`src/rtl/subclk_timer.sv`:
```
module subclk_timer #(
  parameter int PRE_W     = 12,
  parameter int BASE_LOG  = 6,
  parameter int SEL_W     = 3,
  parameter int SLOW_TAP  = 5,
  parameter int FAST_TAP  = 0
) (
  input  logic       clk,
  input  logic       rst_n,
  input  logic       wr_en,
  input  logic [7:0] wr_data,
  output logic [7:0] rd_data,
  output logic       tick_o,
  output logic       div_o
);
  localparam int MAX_CODE = PRE_W - BASE_LOG;

  logic             ie, oen, fsel;
  logic [SEL_W-1:0] sel;
  logic [PRE_W-1:0] pre;
  logic [PRE_W-1:0] mask;
  logic             tick_q, div_q;
  logic             ie_rise;

  assign ie_rise = wr_en && wr_data[7] && !ie;
  assign rd_data = {ie, oen, fsel, 2'b00, sel};
  assign tick_o  = tick_q;
  assign div_o   = div_q;

  always_comb begin
    int n;
    n = BASE_LOG + ((int'(sel) > MAX_CODE) ? MAX_CODE : int'(sel));
    mask = '0;
    for (int i = 0; i < PRE_W; i++)
      if (i < n) mask[i] = 1'b1;
  end

  always_ff @(posedge clk or negedge rst_n) begin
    if (!rst_n) begin
      ie   <= 1'b0;
      oen  <= 1'b0;
      fsel <= 1'b0;
      sel  <= '0;
    end else if (wr_en) begin
      ie   <= wr_data[7];
      oen  <= wr_data[6];
      fsel <= wr_data[5];
      if (!ie) sel <= wr_data[SEL_W-1:0];
    end
  end

  always_ff @(posedge clk or negedge rst_n) begin
    if (!rst_n)       pre <= '0;
    else if (ie_rise) pre <= '0;
    else              pre <= pre + 1'b1;
  end

  always_ff @(posedge clk or negedge rst_n) begin
    if (!rst_n) begin
      tick_q <= 1'b0;
      div_q  <= 1'b0;
    end else begin
      tick_q <= ie && !ie_rise && ((pre & mask) == mask);
      div_q  <= oen && (fsel ? pre[FAST_TAP] : pre[SLOW_TAP]);
    end
  end
endmodule

```
`config.mk`:
```
export PLATFORM = sky130hd
export DESIGN_NAME = subclk_timer
export DESIGN_NICKNAME = d
export VERILOG_FILES = /design/src/rtl/subclk_timer.sv
export SDC_FILE = /design/constraint.sdc
export NUM_CORES = 1
export LEC_CHECK = 0
export BUFFER_PORTS_ARGS = -buffer_cell sky130_fd_sc_hd__clkbuf_2
export CORE_ASPECT_RATIO = 0.75
export CORE_MARGIN = 2
export CORE_UTILIZATION = 55
export DETAILED_ROUTE_END_ITERATION = 7
export PLACE_DENSITY = 0.86
export SLEW_MARGIN = 20
export SYNTH_ARGS = -nofsm -noshare
export SYNTH_HDL_FRONTEND = slang
export SYNTH_SLANG_ARGS = --single-unit
```
`constraint.sdc`:
```
create_clock -name clk -period 2.75 [get_ports clk]
set_input_delay 0 -clock clk [delete_from_list [all_inputs] [get_ports clk]]
set_output_delay 0 -clock clk [all_outputs]
set_load 0.05 [all_outputs]
```
* After elaboration in Yosys (flattened, before gate mapping) *
Cells that the tools add are included.

cells by class
  add/subtract/negate cells = 2
  multipliers = 0
  div/mod/pow operators = 0
  order comparisons = 13
  equal/unequal tests = 1
  shift operators = 0
  muxes and demuxes = 15
  bitwise gates (word level) = 2
  reduce and logical (&&, ||, !) cells = 8

operator list
  kind                                                                 number
  3-bit by 4-bit < comparator with 1-bit output, first input constant  4
  4-bit < comparator, first input constant                             4
  1-bit 2-to-1 mux                                                     13
  12-bit by 1-bit adder with 12-bit output, second input constant      1
  12-bit bitwise AND                                                   1
  12-bit == test                                                       1
  12-bit 2-to-1 mux                                                    1
  1-bit by 4-bit < comparator with 1-bit output, first input constant  2
  2-bit by 4-bit < comparator with 1-bit output, first input constant  2
  1-bit logical AND                                                    5
  3-bit by 3-bit adder with 4-bit output, first input constant         1
  3-bit greater-than comparator, second input constant                 1
  3-bit 2-to-1 mux                                                     1
  1-bit zero test                                                      2
  2-bit AND reduction                                                  1
  1-bit inverter                                                       1

storage, ports and cells
  bits in registers = 20
  bits in latches = 0
  bits in writable memories = 0
  ROM bits = 0
  bits of input ports = 11
  output and inout bits = 10
  word-level logic and storage cells = 48
  memories kept = 0

* Logic depth before layout (Yosys ltp) *
  word-level depth = 8
  gate-level depth with buffers = 5

* Worst setup path after synthesis *
No wires, ideal clock.

  path kind = register -> register
  from = register sel[1]
  to = register tick_q (netlist: tick_o)
  library setup time = 0.096 ns
  arrival time = 1.673 ns
  path slack = 0.981 ns
  stages on the path, launching flop included = 6
  path buffers = 0
  cells stage by stage = dfrtp_1 inv_1 ha_1 a21oi_1 a221o_2 nor4_2

on the way
  cells in the longest elaborated chain, start to end = 8

RTL lines
  element                                                                line  RTL
  start: declaration                                                     19    logic [SEL_W-1:0] sel;
  start signal: assignment                                               48    if (!ie) sel <= wr_data[SEL_W-1:0];
  3-bit greater-than comparator                                          32    n = BASE_LOG + ((int'(sel) > MAX_CODE) ? MAX_CODE : int'(sel));
  3-bit 2-to-1 mux (*)                                                   32
  3-bit by 3-bit adder with 4-bit output (*)                             32
  1-bit by 4-bit < comparator with 1-bit output (tied with other cells)  35    if (i < n) mask[i] = 1'b1;
  1-bit 2-to-1 mux                                                       35
  12-bit bitwise AND                                                     63    tick_q <= ie && !ie_rise && ((pre & mask) == mask);
  12-bit == test (*)                                                     63
  1-bit logical AND (*)                                                  63
  end signal: assignment                                                 63
  end: declaration                                                       22    logic tick_q, div_q;

Mark *: on every way between the ends. The rest lies on a longest branch, timed or not.
A chain may end at the register's enable or synchronous reset.

* Worst setup path in the final report *
Ends and elaborated chain as after synthesis.

==> impl_results.rst <==
.. list-table::
   :header-rows: 1

   * - Metric
     - Value
   * - Total count of hold-check failures in the final report
     - 0
   * - Cell-internal power
     - 0.4950 mW
   * - Crit-path max FO
     - 6
   * - Async set-reset flop share out of synthesis
     - 1.000
   * - Count of distinct cell types in the synthesized netlist
     - 31
   * - Final routed wirelength across all metal layers
     - 2.156 mm
   * - Number of buffer cells added on primary ports
     - 16
   * - Worst ir drop on vdd
     - 0.0004780 V
   * - Post-synthesis to final-layout area growth
     - 17.27%
   * - Hold slack
     - between 10 and 15 ps
   * - Standard cell core area
     - 1757 um^2
   * - Final Max Tran Viols
     - 0
   * - Critical Path RT
     - 2970 ps
   * - Deepest level of the CTS H-tree
     - 1
   * - Category of the most critical setup path
     - reg -> reg
   * - Global-route congestion overflow total
     - 0
   * - Area of the mapped netlist
     - 1044 um^2
   * - Via count of the first global-routing pass
     - a little under 800
   * - Max Buffers Root-to-Sink
     - 2
   * - DR WL/cell
     - 14.77 um
   * - Avg Inst Size Synth
     - 10.23 um^2
   * - CP arrival
     - 1790 ps
   * - Post-Place Setup Slack
     - between 1000 and 1500 ps
   * - Fraction of final layout cells sized beyond drive strength 1
     - 0.2339
   * - Clk pin slew, worst setup/hold paths
     - 110 ps
   * - Shortest period the worst path allows
     - 1572 ps
   * - Overall power of the completed layout
     - 0.7792 mW
   * - Critical path endpoint category
     - flop
   * - Worst-case setup margin in the final layout
     - 1178 ps
   * - Number of buffers added by the clock tree synthesis step
     - 3
   * - Top Ports
     - 21
   * - Transition at the pin with the smallest max-transition slack
     - 845.6 ps
   * - Share of the clock period used by the worst path after layout
     - 0.5716
   * - Placement row count
     - 13
   * - Worst-skew pair later-pin latency
     - approximately 300 ps
   * - Total Nets Final
     - roughly 140
   * - Placed wire-length estimate after detailed placement
     - ~1.6 mm
   * - Drc violations
     - 0
   * - First-pass GRT wire length
     - roughly 3.5 mm
   * - Synth Register Bits
     - 20
   * - Startpoint class of the critical path
     - flop
   * - Die height
     - 41.72 um
   * - Maximum number of pins on one net before global-route repair
     - 21
   * - Most common flop cell mapped by yosys
     - sky130_fd_sc_hd__dfrtp_1
   * - Die outline area
     - 2265 um^2
   * - Share of power burned in registers
     - 0.511
   * - Power share of the clock group
     - 0.217
   * - Diode insertion count for antenna repair
     - 0
   * - Number of routed nets with antenna violations
     - 0
   * - Number of synthesized flops with an enable pin
     - 0
   * - Total number of vias
     - approximately 820
   * - Post-detailed-placement cell area
     - roughly 1100 um^2
   * - Worst hold path class
     - in -> reg
   * - Iteration count of the initial detailed-routing pass
     - 4
   * - Number of antenna violations at the first check in global routing
     - 0
   * - Layout Cell Area excl Fill
     - 1224 um^2
   * - Pwr Density
     - 636.8 nW/um^2
   * - Initial standard-cell utilization of the core
     - 0.5940
   * - Net Sw Frac
     - 0.3647
   * - Starting DRT DRC Count
     - 16
   * - Util after Layout
     - 0.6966
   * - Placed cell count
     - 134
   * - MaxCap Viol Count
     - 0
   * - Global Route Usage Sum
     - 0.2148
   * - Maximum clock frequency
     - 636.2 MHz
   * - Unrepaired setup endpoints after global routing
     - no
   * - Drt via density
     - 5.630
   * - Layout Skew
     - 9.211 ps
   * - Routability congestion estimate
     - 0.7918
   * - Final-layout setup total negative slack
     - 0 ps
   * - Run status
     - completed
   * - Root Buffer Master
     - sky130_fd_sc_hd__clkbuf_4
   * - Final non-filler cell total
     - approximately 150
   * - Combinational power share
     - 0.272
   * - Count of endpoints failing setup in the final report
     - 0
   * - Worst relative slew slack
     - 0.4342
   * - TritonCTS clock tree
     - built
   * - Sw Pwr
     - 0.2842 mW
   * - Leakage power
     - roughly 0.59 nW
   * - Portion of the post-synthesis area used by sequential elements
     - 0.4796
   * - Post-Syn Instances
     - 102
   * - Sinks on Clock Net
     - 20
   * - Warnings, synthesis
     - 0
   * - Die extent in x
     - roughly 54 um
==> layout by cell type (no fill, tap or decap), drive strengths merged, types with 2 or more instances in the layout <==
| cell | n |
|---|---|
| o21ai | 6 |
| nand4 | 4 |
| nand2 | 6 |
| xnor2 | 3 |
| nor4 | 2 |
| nand3 | 4 |
| mux2 | 2 |
| nor3 | 2 |
| xor2 | 6 |
| inv | 4 |
| dlygate4sd3 | 8 |
| clkbuf | 20 |
| a21oi | 3 |
| and3 | 2 |
| dfrtp | 20 |
| conb | 2 |
| ha | 6 |
| nor2 | 13 |
| nor2b | 3 |
==> synth_stat cells, types with 3 or more instances <==
| cell | count | area [um^2] |
|---|---|---|
| sky130_fd_sc_hd__nand4_1 | 3 | 18.77 |
| sky130_fd_sc_hd__nor2_1 | 11 | 41.29 |
| sky130_fd_sc_hd__dfrtp_1 | 20 | 500.5 |
| sky130_fd_sc_hd__nand3_1 | 4 | 20.02 |
| sky130_fd_sc_hd__xor2_1 | 6 | 52.55 |
| sky130_fd_sc_hd__inv_1 | 4 | 15.01 |
| sky130_fd_sc_hd__buf_4 | 5 | 37.54 |
| sky130_fd_sc_hd__ha_1 | 6 | 75.07 |
| sky130_fd_sc_hd__nor2b_1 | 3 | 18.77 |
| sky130_fd_sc_hd__a21oi_1 | 3 | 15.01 |
| sky130_fd_sc_hd__o21ai_0 | 6 | 30.03 |
| sky130_fd_sc_hd__xnor2_1 | 3 | 26.28 |
| sky130_fd_sc_hd__nand2_1 | 6 | 22.52 |
==> layout make-up <==
cell class	count	area, um^2
clock buffers	4	36.28
fillers	120	533.0
inverters	4	15.01
multi-input cells	72	484.2
flip-flops and latches	20	500.5
well taps	22	27.53
repair buffers	24	160.2
==> kinds of logic after synthesis <==
logic type                 after synthesis  share of synthesized area
DFF                                     20                     0.4796
AOI/OAI and AO/OA                       13                    0.07554
adders and majority gates                6                    0.07194
other                                    1                   0.003594
xor gates and xnor gates                 9                    0.07554
buffers and inverters                   11                    0.05995
muxes                                    3                    0.03117
and+or+nand+nor                         39                     0.2027
==> final timing paths <==
kind	to	cells after the start	slack (ps)	startpoint
hold reg to reg	div_o$_DFF_PN0_	1	550	oen$_DFFE_PN0P_
hold / removal	fsel$_DFFE_PN0P_	2	10	wr_en
min in group asynchronous	sel[0]$_DFFE_PN0P_	2	190	rst_n
setup / recovery	tick_o$_DFF_PN0_	5	1180	sel[1]$_DFFE_PN0P_
setup reg to reg	tick_o$_DFF_PN0_	5	1180	sel[1]$_DFFE_PN0P_
max in group asynchronous	pre[9]$_DFF_PN0_	2	2220	rst_n
==> what timing repair did <==
action / 4_1_cts / 5_1_grt
endpoints found under the hold margin: 26 / 0
resized for setup: 0 / 0
endpoints found under the setup margin: 0 / 0
hold buffers: 8 / 0
buffers inserted: 0 / 0
==> state kept, by name, indices dropped and copies added (netlist names) <==
register / cells
tick_o: 1
sel: 3
div_o: 1
fsel: 1
ie: 1
pre: 12
oen: 1
==> routing by layer <==
| layer | GRT usage | routed length, um |
|---|---|---|
| met1 | 0.2667 | 905 |
| met2 | 0.3566 | 1065 |
| met3 | 0.07554 | 143 |
| met4 | 0.04000 | 42 |
| met5 | 0 | 0 |
==> worst max-delay path, cell delays in order (launching register included) <==
cell	delay [ps]
sky130_fd_sc_hd__dfrtp_1	460
sky130_fd_sc_hd__inv_1	110
sky130_fd_sc_hd__ha_1	310
sky130_fd_sc_hd__a21oi_1	70
sky130_fd_sc_hd__a221o_2	390
sky130_fd_sc_hd__nor4_2	140
==> power groups by stage <==
stage	Clock, mW	Sequential [mW]	Combinational, mW
floorplan	0	0.418	0.128
global placement	0	0.396	0.187
detailed placement	0	0.402	0.201
CTS	0.169	0.397	0.212
global route	0.189	0.405	0.233
finish	0.169	0.398	0.212
Note: power is estimated with default switching activity, not from simulation.
